### config.mk
export PLATFORM = sky130hd
export DESIGN_NAME = serial_rx_core
export DESIGN_NICKNAME = d
export VERILOG_FILES = /design/src/rtl/serial_rx_pkg.sv /design/src/rtl/rx_bit_engine.sv /design/src/rtl/rx_host_regs.sv /design/src/rtl/serial_rx_core.sv
export SDC_FILE = /design/constraint.sdc
export NUM_CORES = 1
export LEC_CHECK = 0
export ABC_AREA = 1
export BUFFER_PORTS_ARGS = -buffer_cell sky130_fd_sc_hd__buf_2
export CORE_ASPECT_RATIO = 2
export CORE_UTILIZATION = 55
export CTS_BUF_LIST = sky130_fd_sc_hd__clkbuf_2 sky130_fd_sc_hd__clkbuf_4 sky130_fd_sc_hd__clkbuf_8
export CTS_CLUSTER_DIAMETER = 200
export CTS_CLUSTER_SIZE = 10
export DETAILED_ROUTE_END_ITERATION = 7
export GPL_TIMING_DRIVEN = 0
export PLACE_DENSITY = 0.74
export SLEW_MARGIN = 20
export SYNTH_ARGS = -nofsm -noshare
export SYNTH_HDL_FRONTEND = slang
export SYNTH_SLANG_ARGS = --single-unit
### constraint.sdc
create_clock -name clk -period 2.5 [get_ports clk]
set_input_delay 0.5 -clock clk [delete_from_list [all_inputs] [get_ports clk]]
set_output_delay 0.5 -clock clk [all_outputs]
set_load 0.05 [all_outputs]
### src/rtl/serial_rx_pkg.sv
package serial_rx_pkg;

  localparam int CHAR_W = 8;

  // host register addresses
  localparam logic [1:0] ADDR_DATA = 2'd0;
  localparam logic [1:0] ADDR_CTRL = 2'd1;
  localparam logic [1:0] ADDR_MODE = 2'd2;

  // command bit positions
  localparam int CMD_RX_ON  = 2;
  localparam int CMD_ERR_CL = 4;

  typedef enum logic [2:0] {
    ST_IDLE,
    ST_START,
    ST_DATA,
    ST_PAR,
    ST_STOP
  } rx_state_e;

  // mask of valid data bits for a width code (00 -> 5 bits ... 11 -> 8 bits)
  function automatic logic [CHAR_W-1:0] width_mask(input logic [1:0] code);
    logic [CHAR_W-1:0] m;
    for (int i = 0; i < CHAR_W; i++) m[i] = (i < (int'(code) + 5));
    return m;
  endfunction

endpackage

### src/rtl/rx_bit_engine.sv
module rx_bit_engine
  import serial_rx_pkg::*;
#(
  parameter int DIV_MID     = 16,
  parameter int DIV_HIGH    = 64,
  parameter int SYNC_STAGES = 2
) (
  input  logic              clk,
  input  logic              rst_n,
  input  logic              tick,
  input  logic              rx_line,
  input  logic              enable,
  input  logic [1:0]        fac_code,
  input  logic [1:0]        len_code,
  input  logic              par_en,
  input  logic              par_even,
  output logic              done_o,
  output logic [CHAR_W-1:0] char_o,
  output logic              perr_o,
  output logic              ferr_o
);

  localparam int CNT_W = $clog2(DIV_HIGH);
  localparam int IDX_W = $clog2(CHAR_W);

  logic [SYNC_STAGES-1:0] sync_q;
  logic                   rx_s;

  rx_state_e         st_q, st_d;
  logic [CNT_W-1:0]  cnt_q, cnt_d;
  logic [IDX_W-1:0]  idx_q, idx_d;
  logic [CHAR_W-1:0] sh_q, sh_d;
  logic              par_q, par_d;
  logic              done_d, perr_d, ferr_d;
  logic [CHAR_W-1:0] char_d;

  logic [CNT_W-1:0]  div_m1, half_m1;
  logic              one_x, bit_due;
  logic [IDX_W-1:0]  last_idx;

  // line synchronizer, idle level high
  always_ff @(posedge clk or negedge rst_n) begin
    if (!rst_n) sync_q <= '1;
    else        sync_q <= {sync_q[SYNC_STAGES-2:0], rx_line};
  end
  assign rx_s = sync_q[SYNC_STAGES-1];

  always_comb begin
    one_x   = ~fac_code[1];
    div_m1  = fac_code[0] ? CNT_W'(DIV_HIGH - 1) : CNT_W'(DIV_MID - 1);
    half_m1 = fac_code[0] ? CNT_W'(DIV_HIGH / 2 - 1) : CNT_W'(DIV_MID / 2 - 1);
    if (one_x) div_m1 = '0;
    last_idx = IDX_W'(len_code) + IDX_W'(4);
    bit_due  = (cnt_q == div_m1);
  end

  // next state
  always_comb begin
    st_d   = st_q;
    cnt_d  = cnt_q;
    idx_d  = idx_q;
    sh_d   = sh_q;
    par_d  = par_q;
    done_d = 1'b0;
    char_d = char_o;
    perr_d = perr_o;
    ferr_d = ferr_o;
    if (!enable) begin
      st_d = ST_IDLE;
    end else if (tick) begin
      unique case (st_q)
        ST_IDLE: if (!rx_s) begin
          cnt_d = '0;
          idx_d = '0;
          sh_d  = '0;
          st_d  = one_x ? ST_DATA : ST_START;
        end
        ST_START: begin
          if (cnt_q == half_m1) begin
            cnt_d = '0;
            st_d  = rx_s ? ST_IDLE : ST_DATA;
          end else cnt_d = cnt_q + 1'b1;
        end
        ST_DATA: begin
          if (bit_due) begin
            cnt_d       = '0;
            sh_d[idx_q] = rx_s;
            if (idx_q == last_idx) st_d = par_en ? ST_PAR : ST_STOP;
            else                   idx_d = idx_q + 1'b1;
          end else cnt_d = cnt_q + 1'b1;
        end
        ST_PAR: begin
          if (bit_due) begin
            cnt_d = '0;
            par_d = rx_s;
            st_d  = ST_STOP;
          end else cnt_d = cnt_q + 1'b1;
        end
        ST_STOP: begin
          if (bit_due) begin
            cnt_d  = '0;
            done_d = 1'b1;
            char_d = sh_q;
            ferr_d = ~rx_s;
            perr_d = par_en & (par_even ? (^sh_q ^ par_q) : ~(^sh_q ^ par_q));
            st_d   = ST_IDLE;
          end else cnt_d = cnt_q + 1'b1;
        end
        default: st_d = ST_IDLE;
      endcase
    end
  end

  // registers
  always_ff @(posedge clk or negedge rst_n) begin
    if (!rst_n) begin
      st_q   <= ST_IDLE;
      cnt_q  <= '0;
      idx_q  <= '0;
      sh_q   <= '0;
      par_q  <= 1'b0;
      done_o <= 1'b0;
      char_o <= '0;
      perr_o <= 1'b0;
      ferr_o <= 1'b0;
    end else begin
      st_q   <= st_d;
      cnt_q  <= cnt_d;
      idx_q  <= idx_d;
      sh_q   <= sh_d;
      par_q  <= par_d;
      done_o <= done_d;
      char_o <= char_d;
      perr_o <= perr_d;
      ferr_o <= ferr_d;
    end
  end

  // a finished character only ever leaves the stop-bit state
  p_done_after_stop_r9: assert property (@(posedge clk) disable iff (!rst_n)
    done_o |-> ($past(st_q) == ST_STOP));

  // reception off forces the engine back to idle with no completion
  p_idle_when_off_r6: assert property (@(posedge clk) disable iff (!rst_n)
    !enable |=> (st_q == ST_IDLE) && !done_o);

  // bits above the chosen width are zero on completion
  p_unused_zero_r2: assert property (@(posedge clk) disable iff (!rst_n)
    done_o |-> ((char_o & ~width_mask(len_code)) == '0));

  // 1X never passes through start confirmation
  p_no_confirm_1x_r4: assert property (@(posedge clk) disable iff (!rst_n)
    (one_x && st_q == ST_IDLE) |=> (st_q != ST_START));

endmodule

### src/rtl/rx_host_regs.sv
module rx_host_regs
  import serial_rx_pkg::*;
(
  input  logic              clk,
  input  logic              rst_n,
  input  logic              wr,
  input  logic              rd,
  input  logic [1:0]        addr,
  input  logic [7:0]        wdata,
  input  logic              done_i,
  input  logic [CHAR_W-1:0] char_i,
  input  logic              perr_i,
  input  logic              ferr_i,
  output logic [7:0]        rdata,
  output logic              rx_en,
  output logic [1:0]        fac_code,
  output logic [1:0]        len_code,
  output logic              par_en,
  output logic              par_even
);

  logic [5:0]        mode_q, mode_d;
  logic              en_q, en_d;
  logic [CHAR_W-1:0] buf_q, buf_d;
  logic              rdy_q, rdy_d;
  logic              pe_q, pe_d, oe_q, oe_d, fe_q, fe_d;
  logic              wr_mode, wr_cmd, rd_data, clr_err;
  logic [1:0]        unused_wbits;

  assign unused_wbits = wdata[7:6];

  always_comb begin
    wr_mode = wr && (addr == ADDR_MODE);
    wr_cmd  = wr && (addr == ADDR_CTRL);
    rd_data = rd && (addr == ADDR_DATA);
    clr_err = wr_cmd && wdata[CMD_ERR_CL];
  end

  // next state
  always_comb begin
    mode_d = wr_mode ? wdata[5:0] : mode_q;
    en_d   = wr_cmd ? wdata[CMD_RX_ON] : en_q;
    buf_d  = buf_q;
    rdy_d  = rdy_q & ~rd_data;
    pe_d   = pe_q & ~clr_err;
    oe_d   = oe_q & ~clr_err;
    fe_d   = fe_q & ~clr_err;
    if (done_i) begin
      buf_d = char_i;
      rdy_d = 1'b1;
      if (rdy_q && !rd_data) oe_d = 1'b1;
      if (perr_i) pe_d = 1'b1;
      if (ferr_i) fe_d = 1'b1;
    end
  end

  always_ff @(posedge clk or negedge rst_n) begin
    if (!rst_n) begin
      mode_q <= '0;
      en_q   <= 1'b0;
      buf_q  <= '0;
      rdy_q  <= 1'b0;
      pe_q   <= 1'b0;
      oe_q   <= 1'b0;
      fe_q   <= 1'b0;
    end else begin
      mode_q <= mode_d;
      en_q   <= en_d;
      buf_q  <= buf_d;
      rdy_q  <= rdy_d;
      pe_q   <= pe_d;
      oe_q   <= oe_d;
      fe_q   <= fe_d;
    end
  end

  always_comb begin
    fac_code = mode_q[1:0];
    len_code = mode_q[3:2];
    par_en   = mode_q[4];
    par_even = mode_q[5];
    rx_en    = en_q;
    rdata    = '0;
    if (rd) begin
      unique case (addr)
        ADDR_DATA: rdata = buf_q;
        ADDR_CTRL: rdata = {2'b00, fe_q, oe_q, pe_q, 1'b0, rdy_q, 1'b0};
        default:   rdata = '0;
      endcase
    end
  end

  p_ready_set_r7: assert property (@(posedge clk) disable iff (!rst_n)
    done_i |=> rdy_q);

  p_ready_clear_r7: assert property (@(posedge clk) disable iff (!rst_n)
    (rd_data && !done_i) |=> !rdy_q);

  p_overrun_r8: assert property (@(posedge clk) disable iff (!rst_n)
    (done_i && rdy_q && !rd_data) |=> oe_q);

  p_framing_r9: assert property (@(posedge clk) disable iff (!rst_n)
    (done_i && ferr_i) |=> (fe_q && rdy_q));

  p_err_clear_r10: assert property (@(posedge clk) disable iff (!rst_n)
    (clr_err && !done_i) |=> !(pe_q || oe_q || fe_q));

  p_err_sticky_r10: assert property (@(posedge clk) disable iff (!rst_n)
    (!clr_err && !done_i) |=> $stable({pe_q, oe_q, fe_q}));

endmodule

### src/rtl/serial_rx_core.sv
module serial_rx_core
  import serial_rx_pkg::*;
#(
  parameter int DIV_MID     = 16,
  parameter int DIV_HIGH    = 64,
  parameter int SYNC_STAGES = 2
) (
  input  logic       clk,
  input  logic       rst_n,
  input  logic       os_tick,
  input  logic       rx_line,
  input  logic       host_wr,
  input  logic       host_rd,
  input  logic [1:0] host_addr,
  input  logic [7:0] host_wdata,
  output logic [7:0] host_rdata
);

  logic [1:0]        rst_pipe;
  logic              rst_int_n;
  logic              rx_en, par_en, par_even;
  logic [1:0]        fac_code, len_code;
  logic              done, perr, ferr;
  logic [CHAR_W-1:0] char_v;

  // asynchronous assert, synchronous release
  always_ff @(posedge clk or negedge rst_n) begin
    if (!rst_n) rst_pipe <= '0;
    else        rst_pipe <= {rst_pipe[0], 1'b1};
  end
  assign rst_int_n = rst_pipe[1];

  rx_host_regs u_regs (
    .clk      (clk),
    .rst_n    (rst_int_n),
    .wr       (host_wr),
    .rd       (host_rd),
    .addr     (host_addr),
    .wdata    (host_wdata),
    .done_i   (done),
    .char_i   (char_v),
    .perr_i   (perr),
    .ferr_i   (ferr),
    .rdata    (host_rdata),
    .rx_en    (rx_en),
    .fac_code (fac_code),
    .len_code (len_code),
    .par_en   (par_en),
    .par_even (par_even)
  );

  rx_bit_engine #(
    .DIV_MID     (DIV_MID),
    .DIV_HIGH    (DIV_HIGH),
    .SYNC_STAGES (SYNC_STAGES)
  ) u_engine (
    .clk      (clk),
    .rst_n    (rst_int_n),
    .tick     (os_tick),
    .rx_line  (rx_line),
    .enable   (rx_en),
    .fac_code (fac_code),
    .len_code (len_code),
    .par_en   (par_en),
    .par_even (par_even),
    .done_o   (done),
    .char_o   (char_v),
    .perr_o   (perr),
    .ferr_o   (ferr)
  );

endmodule

==> qor.yml <==
outcome: "complete, no violations"
r2r_start: "u_engine.cnt_q[0]"
overflow: 0
dp.cells: 430
grt_pass1_wl_um: 9630
rr_endpoint: "u_engine.st_q[1]"
htreeDepth: 2
critPathMaxStageDelay_ns: 0.29
hold_path_depth: 1
endpoint_kind: "output pin"
gp_congestion: 0.889
n_fill_cell: 461
reg2reg_depth: 9
hold_viol: 0
crit_top_cell: "buf_2"
maxUsedRoutingLayer: "met4"
grt_pass1_vias: 2320
synth_cell_types: 39
worst_pin_slew_ns: 0.672
max_cap_violations: 0
num_vias: 2380
yosysSeqAreaShare: 0.476
slew_headroom: 0.552
critPathCapture: "host_rdata[5]"
firstDrtPassIters: 5
ys_warn_count: 0
netlist_area_sq_um: 2900
timing.reg2reg.setup_slack_ns: 0.75
cts.path.max_buffers: 2
fin_crit_ns: 1.95
async_flop_share: 1.00
track_usage: 0.232
post_drt_via_cell_ratio: 5.43
startpoint_type: "primary input"
clock_skew_ns: 0.00474
fp-row-count: 37
area_growth_pct: 10.3
floorplan.core_area_sq_um: 5090
power_per_cell_area_nw_per_um2: 574
slowest_stage: "nor2_1"
dieArea_sq_um: 5580
syn_inst: 351
avgSynthCellArea_sq_um: 8.25
n_antenna_cell: 0
critPathMaxFanout: 6
synth_edf_count: 0
hold-worst-slack_ns: 0.287
wl_per_cell_um: 13.1
dp.final_hpwl_um: 4450
critPathKind: "in2out"
io_buffers: 21
min_path_type: "in2reg"
antenna_found_initial: 0
yosys_register_bits: 55
setup_viol: 0
drtIter0Drc: 62
die_w_um: 53.3
drc: 0
ir_worst_vdd_mv: 0.530
drive_gt1_frac: 0.182
cts_tree: "built"
cts_made_buffers: 5
clk_latency_ns: 0.30
wl_met1_um: 2010
wirelength_um: 5750
synthFlopType: "dfrtp_1"
crit_start: "host_addr[0]"
layout.cells.non_filler: 438
finalCritPeriodShare: 0.780
root_buffer: "clkbuf_8"
path_clk_slew_ns: 0.09
worstPathRequired_ns: 2.00
syn_nets: 369
clock-sinks: 55
slew_violations: 0
cts_setup_buffers: 0
grt_setup_unrepaired: "no"
dr_wl_met3_um: 175
grt_max_degree: 54
leakagePower_nw: 1.61
ant_nets: 0
pin_count: 24
start_util: 0.569
cp_data_arrival_time_ns: 1.45
path_cells: "buf_2 -> inv_1 -> nor2_1 -> nand3_1 -> o21ai_0 -> buf_2"
die_h_um: 105
nets: 398
met2_wirelength_um: 3200
setup_tns_ns: 0
fmax_mhz: 513
[critical path, delay by kind of cell]
kind | cells | cell delay (ns)
AOI/OAI and AO/OA | 1 | 0.09
and+or+nand+nor | 2 | 0.45
buffers and inverters | 3 | 0.41
[registers in the layout, indices dropped and copies added (netlist names), 2 cells and up]
| name | flops |
|---|---|
| u_regs.buf_q | 8 |
| u_engine.idx_q | 3 |
| u_engine.cnt_q | 6 |
| u_regs.mode_q | 6 |
| u_engine.sync_q | 2 |
| rst_pipe | 2 |
| u_engine.st_q | 3 |
| u_engine.sh_q | 8 |
| u_engine.char_o | 8 |
[stage by stage]
stage | area, sq um | utilization | power, W | setup WS, ns
after global placement | 3070 | 0.604 | 0.00126 | 0.273
after CTS | 3190 | 0.627 | 0.00186 | 0.535
final | 3190 | 0.627 | 0.00183 | 0.549
after floorplan | 2900 | - | 0.00120 | 0.160
after detailed placement | 3080 | 0.604 | 0.00127 | 0.537
after global routing | 3190 | 0.627 | 0.00193 | 0.361
[metal layers]
layer  vias to the layer above  track usage
li1                       1201            -
met1                      1087        0.216
met2                        64        0.416
met3                        28       0.0393
met4                         0        0.165
met5                         -            0
[layout make-up]
type                    count  area, sq um  share of cell area
inverters                  42          159              0.0497
clock inverters             1         30.0             0.00940
multi-input cells         246         1300               0.407
well taps                  58         72.6              0.0227
repair buffers             22          115              0.0360
clock buffers               6         76.3              0.0239
plain buffers               8         58.8              0.0184
flip-flops and latches     55         1380               0.433
[synthesized netlist by cell type, types with 3 or more instances]
cell type	instances	share of area
nor2_1	15	0.019
nor3_1	7	0.012
nand2_1	108	0.14
mux2_2	3	0.012
inv_2	4	0.0052
a21oi_1	6	0.010
buf_2	3	0.0052
nand3_1	22	0.038
o21ai_0	22	0.038
o211ai_1	9	0.023
nand2_2	3	0.0065
nor2_4	5	0.019
inv_1	36	0.047
nand4_1	12	0.026
dfrtp_1	53	0.46
o21ai_1	4	0.0069
o21ai_2	7	0.021
xor2_1	4	0.012
[where the power goes]
group	leakage, nW	switching (W)	internal [W]
Sequential	0.698	0.0000506	0.000927
Clock	0.0547	0.000271	0.000305
Combinational	0.857	0.000184	0.0000954
[cells by family (layout without fill, tap and decap cells)]
group                      count (synthesis)  after routing  share of synthesized area
buffers and inverters                     50             79                     0.0752
other                                      1              1                    0.00129
DFF                                       55             55                      0.476
and+or+nand+nor                          183            183                      0.301
adders and majority gates                  2              2                    0.00864
AOI/OAI and AO/OA                         52             52                      0.111
muxes                                      3              3                     0.0117
xor gates and xnor gates                   5              5                     0.0151
[layout by cell type (no fill, tap or decap), types with 3 or more instances in the layout]
cell / count
nand2_1: 108
dfrtp_1: 52
inv_1: 36
buf_2: 24
nand3_1: 22
o21ai_0: 22
nor2_1: 15
nand4_1: 12
o211ai_1: 9
nor3_1: 7
o21ai_2: 7
a21oi_1: 6
clkbuf_8: 6
nor2_4: 5
inv_2: 4
o21ai_1: 4
xor2_1: 4
nand2_2: 3
mux2_2: 3
[worst min-delay path by stage]
stage,startpoint,endpoint,slack (ns)
4_1_cts,rx_line,u_engine.sync_q[0],0.28
6_report,rx_line,u_engine.sync_q[0],0.29
3_3_place_gp,rst_n,rst_pipe[1],0.28
2_1_floorplan,rst_n,rst_pipe[0],0.20
5_1_grt,rx_line,u_engine.sync_q[0],0.27
3_5_place_dp,rst_n,rst_pipe[0],0.29
[timing repair]
item                      in CTS  in global routing
resized for setup              0                  0
hold buffers                   1                  0
hold endpoints to repair       2                  0
(Power assumes the default switching activity.)
